**src/rtl/spi_irq_pkg.sv**
```systemverilog
package spi_irq_pkg;
  // interrupt line indices (also bit positions in state/enable/test)
  localparam int unsigned NUM_LINES = 2;
  localparam int unsigned LINE_ERR  = 0;
  localparam int unsigned LINE_EVT  = 1;

  // field widths
  localparam int unsigned ERR_W   = 6;
  localparam int unsigned ERREN_W = 5;
  localparam int unsigned EVTEN_W = 6;

  // error status / enable bit positions
  localparam int unsigned EB_CMD_BUSY  = 0;
  localparam int unsigned EB_OVERFLOW  = 1;
  localparam int unsigned EB_UNDERFLOW = 2;
  localparam int unsigned EB_CMD_INVAL = 3;
  localparam int unsigned EB_CS_INVAL  = 4;
  localparam int unsigned EB_ACCESS    = 5;

  // event enable bit positions
  localparam int unsigned VB_RX_FULL  = 0;
  localparam int unsigned VB_TX_EMPTY = 1;
  localparam int unsigned VB_READY    = 4;

  localparam logic [ERREN_W-1:0] ERREN_RST = 5'h1F;

  // word addresses
  localparam int unsigned AD_STATE  = 0;
  localparam int unsigned AD_ENABLE = 1;
  localparam int unsigned AD_TEST   = 2;
  localparam int unsigned AD_ALERT  = 3;
  localparam int unsigned AD_ERR_EN = 4;
  localparam int unsigned AD_ERR_ST = 5;
  localparam int unsigned AD_EVT_EN = 6;
endpackage

```
**src/rtl/spi_irq_csr.sv**
```systemverilog
module spi_irq_csr
  import spi_irq_pkg::*;
#(
  parameter int unsigned DATA_W = 32,
  parameter int unsigned ADDR_W = 3
) (
  input  logic                 clk,
  input  logic                 rst_n,
  input  logic                 we,
  input  logic [ADDR_W-1:0]    addr,
  input  logic [DATA_W-1:0]    wdata,
  input  logic [NUM_LINES-1:0] state_q,
  input  logic [ERR_W-1:0]     err_st_q,
  output logic [NUM_LINES-1:0] int_en_q,
  output logic [ERREN_W-1:0]   err_en_q,
  output logic [EVTEN_W-1:0]   evt_en_q,
  output logic [NUM_LINES-1:0] test_pulse,
  output logic [NUM_LINES-1:0] state_clr,
  output logic [ERR_W-1:0]     errst_clr,
  output logic [DATA_W-1:0]    rdata
);
  logic [31:0] addr_ext;
  logic        sel_state, sel_en, sel_test, sel_erren, sel_errst, sel_evten;
  logic [NUM_LINES-1:0] int_en_d;
  logic [ERREN_W-1:0]   err_en_d;
  logic [EVTEN_W-1:0]   evt_en_d;
  logic                 unused_wdata;

  assign addr_ext  = 32'(addr);
  assign sel_state = we && (addr_ext == AD_STATE);
  assign sel_en    = we && (addr_ext == AD_ENABLE);
  assign sel_test  = we && (addr_ext == AD_TEST);
  assign sel_erren = we && (addr_ext == AD_ERR_EN);
  assign sel_errst = we && (addr_ext == AD_ERR_ST);
  assign sel_evten = we && (addr_ext == AD_EVT_EN);
  // alert-test address decodes to nothing: accepted, no effect

  assign test_pulse   = sel_test  ? wdata[NUM_LINES-1:0] : '0;
  assign state_clr    = sel_state ? wdata[NUM_LINES-1:0] : '0;
  assign errst_clr    = sel_errst ? wdata[ERR_W-1:0]     : '0;
  assign unused_wdata = ^wdata[DATA_W-1:EVTEN_W];

  always_comb begin
    int_en_d = sel_en    ? wdata[NUM_LINES-1:0] : int_en_q;
    err_en_d = sel_erren ? wdata[ERREN_W-1:0]   : err_en_q;
    evt_en_d = sel_evten ? wdata[EVTEN_W-1:0]   : evt_en_q;
  end

  always_ff @(posedge clk or negedge rst_n) begin
    if (!rst_n) begin
      int_en_q <= '0;
      err_en_q <= ERREN_RST;
      evt_en_q <= '0;
    end else begin
      if (sel_en)    int_en_q <= int_en_d;
      if (sel_erren) err_en_q <= err_en_d;
      if (sel_evten) evt_en_q <= evt_en_d;
    end
  end

  always_comb begin
    rdata = '0;
    case (addr_ext)
      AD_STATE:  rdata[NUM_LINES-1:0] = state_q;
      AD_ENABLE: rdata[NUM_LINES-1:0] = int_en_q;
      AD_ERR_EN: rdata[ERREN_W-1:0]   = err_en_q;
      AD_ERR_ST: rdata[ERR_W-1:0]     = err_st_q;
      AD_EVT_EN: rdata[EVTEN_W-1:0]   = evt_en_q;
      default:   rdata = '0;
    endcase
  end
endmodule

```
**src/rtl/spi_irq_errlog.sv**
```systemverilog
module spi_irq_errlog
  import spi_irq_pkg::*;
(
  input  logic             clk,
  input  logic             rst_n,
  input  logic [ERR_W-1:0] pulses,
  input  logic [ERR_W-1:0] clr,
  output logic [ERR_W-1:0] st_q
);
  logic [ERR_W-1:0] st_d;
  logic             upd;

  // a fresh pulse outranks a same-cycle software clear
  always_comb begin
    st_d = (st_q & ~clr) | pulses;
    upd  = |(pulses | clr);
  end

  always_ff @(posedge clk or negedge rst_n) begin
    if (!rst_n)   st_q <= '0;
    else if (upd) st_q <= st_d;
  end
endmodule

```
**src/rtl/spi_irq_line.sv**
```systemverilog
module spi_irq_line (
  input  logic clk,
  input  logic rst_n,
  input  logic en,
  input  logic test,
  input  logic clr,
  input  logic cause,
  output logic state_q,
  output logic irq
);
  logic arm, fire, state_d, upd;

  always_comb begin
    arm     = en & ~state_q;
    fire    = arm & (test | cause);
    state_d = fire | (state_q & ~clr);
    upd     = fire | clr;
  end

  always_ff @(posedge clk or negedge rst_n) begin
    if (!rst_n)   state_q <= 1'b0;
    else if (upd) state_q <= state_d;
  end

  assign irq = state_q & en;
endmodule

```
**src/rtl/spi_irq_hub.sv**
```systemverilog
module spi_irq_hub
  import spi_irq_pkg::*;
#(
  parameter int unsigned DATA_W      = 32,
  parameter int unsigned ADDR_W      = 3,
  parameter int unsigned SYNC_STAGES = 2
) (
  input  logic              clk,
  input  logic              rst_n,
  input  logic              reg_we,
  input  logic [ADDR_W-1:0] reg_addr,
  input  logic [DATA_W-1:0] reg_wdata,
  output logic [DATA_W-1:0] reg_rdata,
  input  logic              st_ready,
  input  logic              st_tx_empty,
  input  logic              st_rx_full,
  input  logic              ep_cmd_busy,
  input  logic              ep_overflow,
  input  logic              ep_underflow,
  input  logic              ep_cmd_inval,
  input  logic              ep_cs_inval,
  input  logic              ep_access_inval,
  output logic              irq_err,
  output logic              irq_evt
);
  logic [SYNC_STAGES-1:0] rst_pipe_q;
  logic                   rst_sync_n;

  always_ff @(posedge clk or negedge rst_n) begin
    if (!rst_n) rst_pipe_q <= '0;
    else        rst_pipe_q <= {rst_pipe_q[SYNC_STAGES-2:0], 1'b1};
  end
  assign rst_sync_n = rst_pipe_q[SYNC_STAGES-1];

  logic [NUM_LINES-1:0] int_state_q, int_en_q, test_pulse, state_clr, cause, irq_vec;
  logic [ERREN_W-1:0]   err_en_q;
  logic [EVTEN_W-1:0]   evt_en_q;
  logic [ERR_W-1:0]     err_st_q, err_pulses, errst_clr;

  assign err_pulses = {ep_access_inval, ep_cs_inval, ep_cmd_inval,
                       ep_underflow, ep_overflow, ep_cmd_busy};

  spi_irq_csr #(.DATA_W(DATA_W), .ADDR_W(ADDR_W)) u_csr (
    .clk(clk), .rst_n(rst_sync_n), .we(reg_we), .addr(reg_addr), .wdata(reg_wdata),
    .state_q(int_state_q), .err_st_q(err_st_q), .int_en_q(int_en_q),
    .err_en_q(err_en_q), .evt_en_q(evt_en_q), .test_pulse(test_pulse),
    .state_clr(state_clr), .errst_clr(errst_clr), .rdata(reg_rdata)
  );

  spi_irq_errlog u_errlog (
    .clk(clk), .rst_n(rst_sync_n), .pulses(err_pulses), .clr(errst_clr), .st_q(err_st_q)
  );

  always_comb begin
    cause[LINE_ERR] = (err_en_q[EB_CMD_BUSY]  & err_st_q[EB_CMD_BUSY])
                    | (err_en_q[EB_CMD_INVAL] & err_st_q[EB_CMD_INVAL])
                    | (err_en_q[EB_CS_INVAL]  & err_st_q[EB_CS_INVAL]);
    cause[LINE_EVT] = (evt_en_q[VB_READY]    & st_ready)
                    | (evt_en_q[VB_TX_EMPTY] & st_tx_empty)
                    | (evt_en_q[VB_RX_FULL]  & st_rx_full);
  end

  for (genvar g = 0; g < NUM_LINES; g++) begin : g_line
    spi_irq_line u_line (
      .clk(clk), .rst_n(rst_sync_n), .en(int_en_q[g]), .test(test_pulse[g]),
      .clr(state_clr[g]), .cause(cause[g]), .state_q(int_state_q[g]), .irq(irq_vec[g])
    );
  end

  assign irq_err = irq_vec[LINE_ERR];
  assign irq_evt = irq_vec[LINE_EVT];
endmodule

```
**config.mk**
```make
export PLATFORM = sky130hd
export DESIGN_NAME = spi_irq_hub
export DESIGN_NICKNAME = d
export VERILOG_FILES = /design/src/rtl/spi_irq_pkg.sv /design/src/rtl/spi_irq_csr.sv /design/src/rtl/spi_irq_errlog.sv /design/src/rtl/spi_irq_line.sv /design/src/rtl/spi_irq_hub.sv
export SDC_FILE = /design/constraint.sdc
export NUM_CORES = 1
export LEC_CHECK = 0
export BUFFER_PORTS_ARGS = -buffer_cell sky130_fd_sc_hd__buf_2
export CORE_MARGIN = 1.5
export CORE_UTILIZATION = 47
export CTS_CLUSTER_SIZE = 24
export DETAILED_ROUTE_END_ITERATION = 7
export GPL_ROUTABILITY_DRIVEN = 0
export MAX_ROUTING_LAYER = met4
export PLACE_DENSITY = 0.94
export SYNTH_ARGS = -nofsm -noshare
export SYNTH_HDL_FRONTEND = slang
export SYNTH_SLANG_ARGS = --single-unit
```
**constraint.sdc**
```tcl
create_clock -name clk -period 2 [get_ports clk]
set_input_delay 0.4 -clock clk [delete_from_list [all_inputs] [get_ports clk]]
set_output_delay 0.4 -clock clk [all_outputs]
set_load 0.05 [all_outputs]
```
# == Yosys cells after proc, flatten, opt, wreduce, memory -nomap -nowiden ==
# Cells that the tools add are included.
# totals
in_bits,47
romBits,0
memories,0
elab_cells,58
out_inout_bits,34
regBits,23
ram_bits,0
latchBits,0
# classes
mux,6
n_lt_le_gt_ge,0
div_mod_pow,0
bitwise_logic,32
n_addsub,0
eq_ne,5
multipliers,0
shifts,0
reduce_logical,8
# op_table
op,n
zero test 32 bit,1
AND 1 bit,14
bitwise OR 6 bit,2
bitwise OR 1 bit,10
case mux 2 bit (5 select lines),1
"equality test 3 bit, second input constant",3
case mux 3 bit (3 select lines),1
AND 6 bit,1
logical AND 1 bit,6
2-to-1 mux 6 bit,1
NOT 6 bit,1
OR reduction 6 bit,1
2-to-1 mux 2 bit,2
NOT 1 bit,4
"equality test 3 x 1 -> 1 bit, second input constant",1
"equality test 3 x 2 -> 1 bit, second input constant",1
case mux 1 bit (2 select lines),1

# == Depth between registers and ports, before layout ==
# Gate-level depths: netlist (run 1).
# depth
word_depth,6
mapped_depth,5
depth_no_buf,3

# == Cells and area by module ==
# From an unflattened synthesis (run 1), not the netlist that was laid out.
# unflattened
cells_unflattened,133
hier_area_um2,1425.1
# modules_own_cells
module,cells_each,n_inst,seq_area_each_um2,area_per_inst_um2
spi_irq_csr,100,1,331.6,1031.0
spi_irq_errlog,18,1,150.1,217.7
spi_irq_line,4,2,25.0,47.5
spi_irq_hub,7,1,50.0,81.3

# == Worst setup path before layout (run 1) ==
# No wires, ideal clock.
# synth_path
path_kind,in2out
from,in reg_addr[1]
to,out reg_rdata[1]
arrival_ps,2052
path_stages,4
required_time_ps,1600
n_path_buf,2
setup_slack_ps,-452
cell_sequence,buf_4 > buf_4 > mux2i_1 > o32ai_1
# synth_between
elab_chain_cells,2
elab_cells_between_ends,6
classes_between,4 x eq/ne; 1 x mux; 1 x reduce/logical
# synth_lines
item,line,source
start: declaration,spi_irq_hub.sv:11,"input logic [ADDR_W-1:0] reg_addr,"
zero test 32 bit (tied with other cells),spi_irq_csr.sv:63,case (addr_ext)
case mux 2 bit (5 select lines) (*),spi_irq_csr.sv:63,
end: declaration,spi_irq_hub.sv:13,"output logic [DATA_W-1:0] reg_rdata,"
# Mark *: on every way between the ends. The rest lies on a longest branch, timed or not.

# == Final worst setup path (run 1) ==
# layout_path
from,reg u_csr.err_en_q[2]
to,out reg_rdata[2]
# layout_between
elab_chain_cells,1
# layout_lines
item,line,source
start: declaration,spi_irq_csr.sv:15,"output logic [ERREN_W-1:0] err_en_q,"
start signal: assignment,spi_irq_csr.sv:56,if (sel_erren) err_en_q <= err_en_d;
case mux 3 bit (3 select lines),spi_irq_csr.sv:63,
# Every way passes these cells.

==> run metrics, run 1 <==
status=finished, final reports clean; total die area=between 0.003 and 0.004 sq mm; internal power=0.834 mW; leakage=approximately 0.73 nW; Yosys reg bits=23; Ys Warns=0; WL per Instance=about 13 microns; Final Skew=0.000975 ns; Synth top area share=0.316; minimum clock period=a little under 2 ns; Setup CP Type=flop to output port; Power Density=861 mW/mm^2; number of synthesized flops with an enable pin=0; Fin. Hold Viols=0; Setup Total Neg Slack=0 ns; Slowest cell on crit path=dfstp_2; worst r2r dst=g_line[0].u_line.state_q; fin util=0.562; r2r worst-path depth=2; first-pass GRT wire length=3990 microns; Worst Path Max Fanout=2; family with the most delay on the worst path=flip-flops; largest net degree at the start of global routing=22; PortBufs=28; share of flip-flops with an asynchronous set or reset=1.00; # clock sinks=23; most numerous cell in the Yosys netlist=buf_4; core area=between 0.002 and 0.003 sq mm; # DRC=0; fin. max-slew vios=0; Combinational Power Share=0.374; synth top area cells=dfrtp_1 (32%), buf_4 (15%), mux2_2 (10%), dfstp_2 (9.2%), mux2i_1 (4.9%); CP Capture Type=output port; TritonCTS Buffers=3; antenna violations before repair=0; Cell variety after synth=33; H-tree depth reported by CTS=1; Slew HR=0.460; Via density=5.06; placed cell areas=between 0.0015 and 0.002 sq mm; 1st-iter DRT viols=34; row cnt=19; Synth top cells by count=buf_4 (28), dfrtp_1 (18), mux2_2 (13), nand2_1 (10), mux2i_1 (7); Psw=approximately 0.52 mW; worst path cell trace=mux2i_1 > or2_2 > a21oi_2 > buf_6; slew of the pin with the lowest slew margin=~0.8 ns; clock network fraction of total power=0.155; Syn Inst Count=126; dpl hpwl=approximately 1900 microns; top_reg_cell synth=dfrtp_1; ANT cells=0; Max Root-Sink Buffers=2; vias in the first global route=between 800 and 900; critical path required time=1.60 ns; GRT Overall Usage=0.159; Post CTS Setup Buffer Count=0; Initial Util=0.508; Die Height=58.0 microns; max-capacitance violation count=0; num ports=~80; Reg power frac=0.471; R2R setup slack=about 0.86 ns; WL final=around 2400 microns; syn avg cell area=around 11 sq um; largest stage delay on the critical path=~0.55 ns; Hold Path Stages=2; Worst-path clk slew=between 0.1 and 0.15 ns; total power=roughly 1.4 mW; WP data arrival=about 1.5 ns; WHS Endpoint=u_errlog.st_q[3]; fin area=about 0.0016 sq mm; total congestion overflow=0; register area share after synthesis=0.409; CTS Root Cell=clkbuf_4; area grow syn2layout=10.6%; first drt pass iteration count=7; Tcrit/Tclk final=0.972; Layout fillers=~250; endpoints failing setup=0; Switching Fraction=0.385; CTS tree=yes; Cell Area, Synth=between 0.001 and 0.0015 sq mm; RSZ-0062 raised after global routing=no; via count=~960; Crit path buffers/inverters=1; Critical Path Start Type=flop; clk_lat worst skew=between 0.3 and 0.4 ns; fmax=515 MHz; Die W=between 50 and 60 microns; worst hold start=ep_cmd_inval; Hold Path Class=input pin to flop; leading area contributor after synthesis=dfrtp_1; ANT nets after route=0; ratio of cells with drive above 1 in the final layout=0.443; FF-to-FF Start=u_errlog.st_q[0]; VDD IR max=between 0.4 and 0.5 mV; nets=between 200 and 250
## cell usage in the layout (no fill, tap or decap), types with 2 or more instances in the layout
master	count
a21o_1	6
conb_1	27
mux2_2	13
nor2_2	2
mux2_4	2
nand2b_1	2
o22ai_2	2
buf_2	25
a2bb2oi_1	2
buf_6	2
dfstp_2	5
mux2i_1	7
and2_1	2
dfrtp_1	18
nand2_1	10
a222oi_1	2
buf_4	6
nor2_1	3
clkbuf_4	3
## what timing repair did
action	4_1_cts	5_1_grt
hold endpoints to repair	2	0
resized for setup	2	5
setup endpoints to repair	2	2
hold buffers	1	0
## metrics by stage
stage          setup WS (ns)  hold slack (ns)  std cells
6_report              0.0567            0.260        189
2_1_floorplan         0.0268            0.104        151
3_3_place_gp           0.146            0.185        184
5_1_grt              0.00108            0.249        189
3_5_place_dp           0.130            0.186        184
4_1_cts              0.00227            0.252        189
## sequential cells by signal (all words and copies together) (netlist names)
signal	count
rst_pipe_q	2
u_csr.evt_en_q	6
g_line.u_line.state_q	2
u_csr.err_en_q	5
u_errlog.st_q	6
u_csr.int_en_q	2
## power by group through the flow
stage | combinational [mW] | sequential, mW | clock, mW
finish | 0.507 | 0.639 | 0.210
global route | 0.540 | 0.656 | 0.231
CTS | 0.502 | 0.639 | 0.218
detailed placement | 0.496 | 0.648 | 0
global placement | 0.487 | 0.643 | 0
floorplan | 0.462 | 0.623 | 0
## logic make-up (layout without fill, tap and decap cells)
kind of cell / count (synthesis) / after routing / share of synthesized area
buf+inv: 32 / 39 / 0.170
simple gates: 29 / 29 / 0.145
flops: 23 / 23 / 0.409
mux: 22 / 22 / 0.173
compound gates: 18 / 18 / 0.0984
other cells: 2 / 27 / 0.00527
## layer usage
layer / global-route usage / part of all wire / up-vias
li1: - / - / 453
met1: 0.175 / 0.40 / 459
met2: 0.286 / 0.53 / 41
met3: 0.0268 / 0.056 / 4
met4: 0.0598 / 0.012 / 0
met5: - / 0 / -
## final cells by class
class                   instances  area [sq um]  share of cell area
well taps                      31          38.8              0.0246
multi-input cells              96           722               0.458
repair buffers                 34           203               0.129
flip-flops and latches         23           582               0.369
inverters                       1          3.75             0.00238
clock buffers                   4          26.3              0.0167
## worst max path at each step
stage              endpoint  slack, ns               from  cells after the start
2_1_floorplan  reg_rdata[5]       0.03        reg_addr[1]                      4
3_5_place_dp   reg_rdata[0]       0.13        reg_addr[1]                      6
3_3_place_gp   reg_rdata[0]       0.15        reg_addr[1]                      6
6_report       reg_rdata[2]       0.06  u_csr.err_en_q[2]                      4
4_1_cts        reg_rdata[1]      0.002  u_csr.int_en_q[1]                      4
5_1_grt        reg_rdata[0]      0.001  u_csr.err_en_q[0]                      4
No activity file was read; power rests on OpenSTA's default activity.
==> inputs of run 2 (changes only) <==
--- a/config.mk
+++ b/config.mk
@@ -5,9 +5,10 @@
 export SDC_FILE = /design/constraint.sdc
 export NUM_CORES = 1
 export LEC_CHECK = 0
+export ABC_AREA = 1
 export BUFFER_PORTS_ARGS = -buffer_cell sky130_fd_sc_hd__buf_2
 export CORE_MARGIN = 1.5
-export CORE_UTILIZATION = 47
+export CORE_UTILIZATION = 48
 export CTS_CLUSTER_SIZE = 24
 export DETAILED_ROUTE_END_ITERATION = 7
 export GPL_ROUTABILITY_DRIVEN = 0
==> run 2 against run 1 <==
Effect of this change: non-clock buffer count shrank 2; core utilization shrank 2.8 points; area after synthesis grew 4.6%; sequential share of layout area shrank 0.61 points; largest power group unchanged.
==> run metrics, run 2 <==
status=finished, final reports clean; Ys Warns=0 (unchanged); max-capacitance violation count=0 (unchanged); register area share after synthesis=0.391 (-0.0179); RSZ-0062 raised after global routing=no; family with the most delay on the worst path=buffers and inverters; 1st-iter DRT viols=41 (+21%); Max Root-Sink Buffers=2 (unchanged); Tcrit/Tclk final=0.936 (-0.0358); # clock sinks=23 (unchanged); Slew HR=0.447 (-0.0133); # DRC=0 (unchanged); placed cell areas=0.00156 sq mm (+3.0%); ANT cells=0 (unchanged); Worst Path Max Fanout=8 (+6); Setup Total Neg Slack=0 ns (unchanged); share of flip-flops with an asynchronous set or reset=1.00 (unchanged); fin area=0.00160 sq mm (+1.7%); total die area=0.00345 sq mm (+2.3%); Die W=58.7 microns (+1.1%); most common cell after layout, fill and taps aside=nand2_1; Worst-path clk slew=0.13 ns (about the same); Final Skew=0.0111 ns (+0.0102 ns); most frequent cells in the layout=nand2_1 (59), buf_2 (28), conb_1 (27); ratio of cells with drive above 1 in the final layout=0.213 (-0.230); biggest regs=u_csr.evt_en_q x6, u_errlog.st_q x6, u_csr.err_en_q x5; syn avg cell area=7.52 sq um (-33%); leakage=0.932 nW (+27%); row cnt=20 (+1); WL per Instance=10.8 microns (-16%); Yosys reg bits=23 (unchanged); Worst setup startpoint=reg_addr[1]; fmax=534 MHz (+3.8%); Synth top area share=0.303 (-0.0138); area grow syn2layout=7.56%; Slowest cell on crit path=buf_2; Setup CP Type=input pin to output port; H-tree depth reported by CTS=1 (unchanged); endpoints failing setup=0 (unchanged); CP Capture Point=reg_rdata[3]; ANT nets after route=0 (unchanged); worst r2r dst=g_line[1].u_line.state_q; WL final=2850 microns (+17%); dpl hpwl=2190 microns (+15%); Via density=4.84 (-4.4%); CTS Root Cell=clkbuf_4; vias in the first global route=1131 (+27%); Die Height=58.7 microns (+1.1%); Syn Inst Count=198 (+57%); CP Capture Type=output port; R2R setup slack=1.05 ns (+0.19 ns); post-CTS sizing=0 (-2); Cell variety after synth=21 (-36%); hold slack final=0.249 ns (-0.0108 ns); setup ws final=0.128 ns (+0.0716 ns); FF-to-FF Start=u_csr.evt_en_q[4]; largest net degree at the start of global routing=22 (unchanged); PortBufs=28 (unchanged); clk_lat worst skew=0.32 ns (about the same); leading area contributor after synthesis=dfrtp_1; synth top area cells=dfrtp_1 (30%), nand2_1 (15%), buf_4 (13%), dfstp_2 (8.8%), inv_1 (6.3%); slew of the pin with the lowest slew margin=0.830 ns (+0.0200 ns); pre-CTS setup slack=0.154 ns (+0.0244 ns); total congestion overflow=0 (unchanged); CTS tree=yes; critical path depth=7 (+3); first drt pass iteration count=4 (-3); Crit path buffers/inverters=4 (+3); Cell Area, Synth=0.00149 sq mm (+4.6%); Fin. Hold Viols=0 (unchanged); minimum clock period=1.87 ns (-0.0716 ns); r2r worst-path depth=6 (+4); largest stage delay on the critical path=0.29 ns (-0.26 ns); fin util=0.533 (-0.0282); number of synthesized flops with an enable pin=0 (unchanged); Hold Path Class=input pin to flop; Power Density=796 mW/mm^2 (-7.5%); first-pass GRT wire length=4950 microns (+24%); most numerous cell in the Yosys netlist=nand2_1; nets=278 (+35%); VDD IR max=0.380 mV (-18%); WP data arrival=1.47 ns (-0.07 ns); via count=1273 (+33%); critical path required time=1.60 ns (about the same); Critical Path Start Type=input pin; GRT Overall Usage=0.193 (+0.0336); antenna violations before repair=0 (unchanged); TritonCTS Buffers=3 (unchanged); core area=0.00300 sq mm (+7.0%); num ports=81 (unchanged); top_reg_cell synth=dfrtp_1; fin. max-slew vios=0 (unchanged); worst path cell trace=buf_2 > inv_1 > nand3_1 > inv_1 > nand2_1 > o211ai_1 > buf_2; Initial Util=0.496 (-0.0117); Synth top cells by count=nand2_1 (59), buf_4 (26), inv_1 (25), dfrtp_1 (18), nor2_1 (13)
-- run 2: final cells by class --
class,instances,area [sq um]
clock buffers,3,22.5
clock inverters,1,5.00
fillers,308,1400
inverters,27,101
multi-input cells,144,677
flip-flops and latches,23,582
well taps,33,41.3
repair buffers,32,173
-- run 2: how the worst min path moves through the flow --
stage                 startpoint               end  slack, ns  depth (start not counted)
detailed placement         rst_n     rst_pipe_q[1]       0.19                          1
floorplan                  rst_n     rst_pipe_q[0]       0.10                          0
global route        ep_underflow  u_errlog.st_q[2]       0.25                          3
finish              ep_underflow  u_errlog.st_q[2]       0.25                          3
CTS                 ep_underflow  u_errlog.st_q[2]       0.25                          3
global placement           rst_n     rst_pipe_q[1]       0.19                          1
-- run 2: logic make-up after synthesis --
logic type | count (synthesis) | synth area share
and+or+nand+nor | 99 | 0.319
buffers and inverters | 56 | 0.218
DFF | 23 | 0.391
AOI/OAI and AO/OA | 18 | 0.0672
other | 2 | 0.00504
-- run 2: report_power, final --
group / internal (mW) / switching, mW / leakage, nW
Clock: 0.0750 / 0.142 / 0.0177
Sequential: 0.554 / 0.0593 / 0.251
Combinational: 0.104 / 0.341 / 0.663
Total: 0.733 / 0.542 / 0.932
-- run 2: stage by stage --
stage          total power [mW]  std cells
3_3_place_gp               1.05        258
4_1_cts                    1.28        263
2_1_floorplan              1.01        223
6_report                   1.28        263
3_5_place_dp               1.07        258
5_1_grt                    1.36        263
-- run 2: timing repair --
item	4_1_cts	5_1_grt
hold buffers	1	0
hold endpoints to repair	2	0
setup buffers	0	0
-- run 2: layer usage --
metal / routed length, microns / share of wire / GRT usage / vias up
met4: 66 / 0.023 / 0.0812 / 0
met2: 1400 / 0.49 / 0.300 / 60
met5: 0 / 0 / - / -
met3: 219 / 0.077 / 0.0308 / 8
li1: - / - / - / 631
met1: 1170 / 0.41 / 0.251 / 574
-- run 2: worst register-to-register path: cells and delay by family, from the launching register on --
kind | cells | cell delay, ns
and+or+nand+nor | 6 | 0.42
DFF | 1 | 0.41
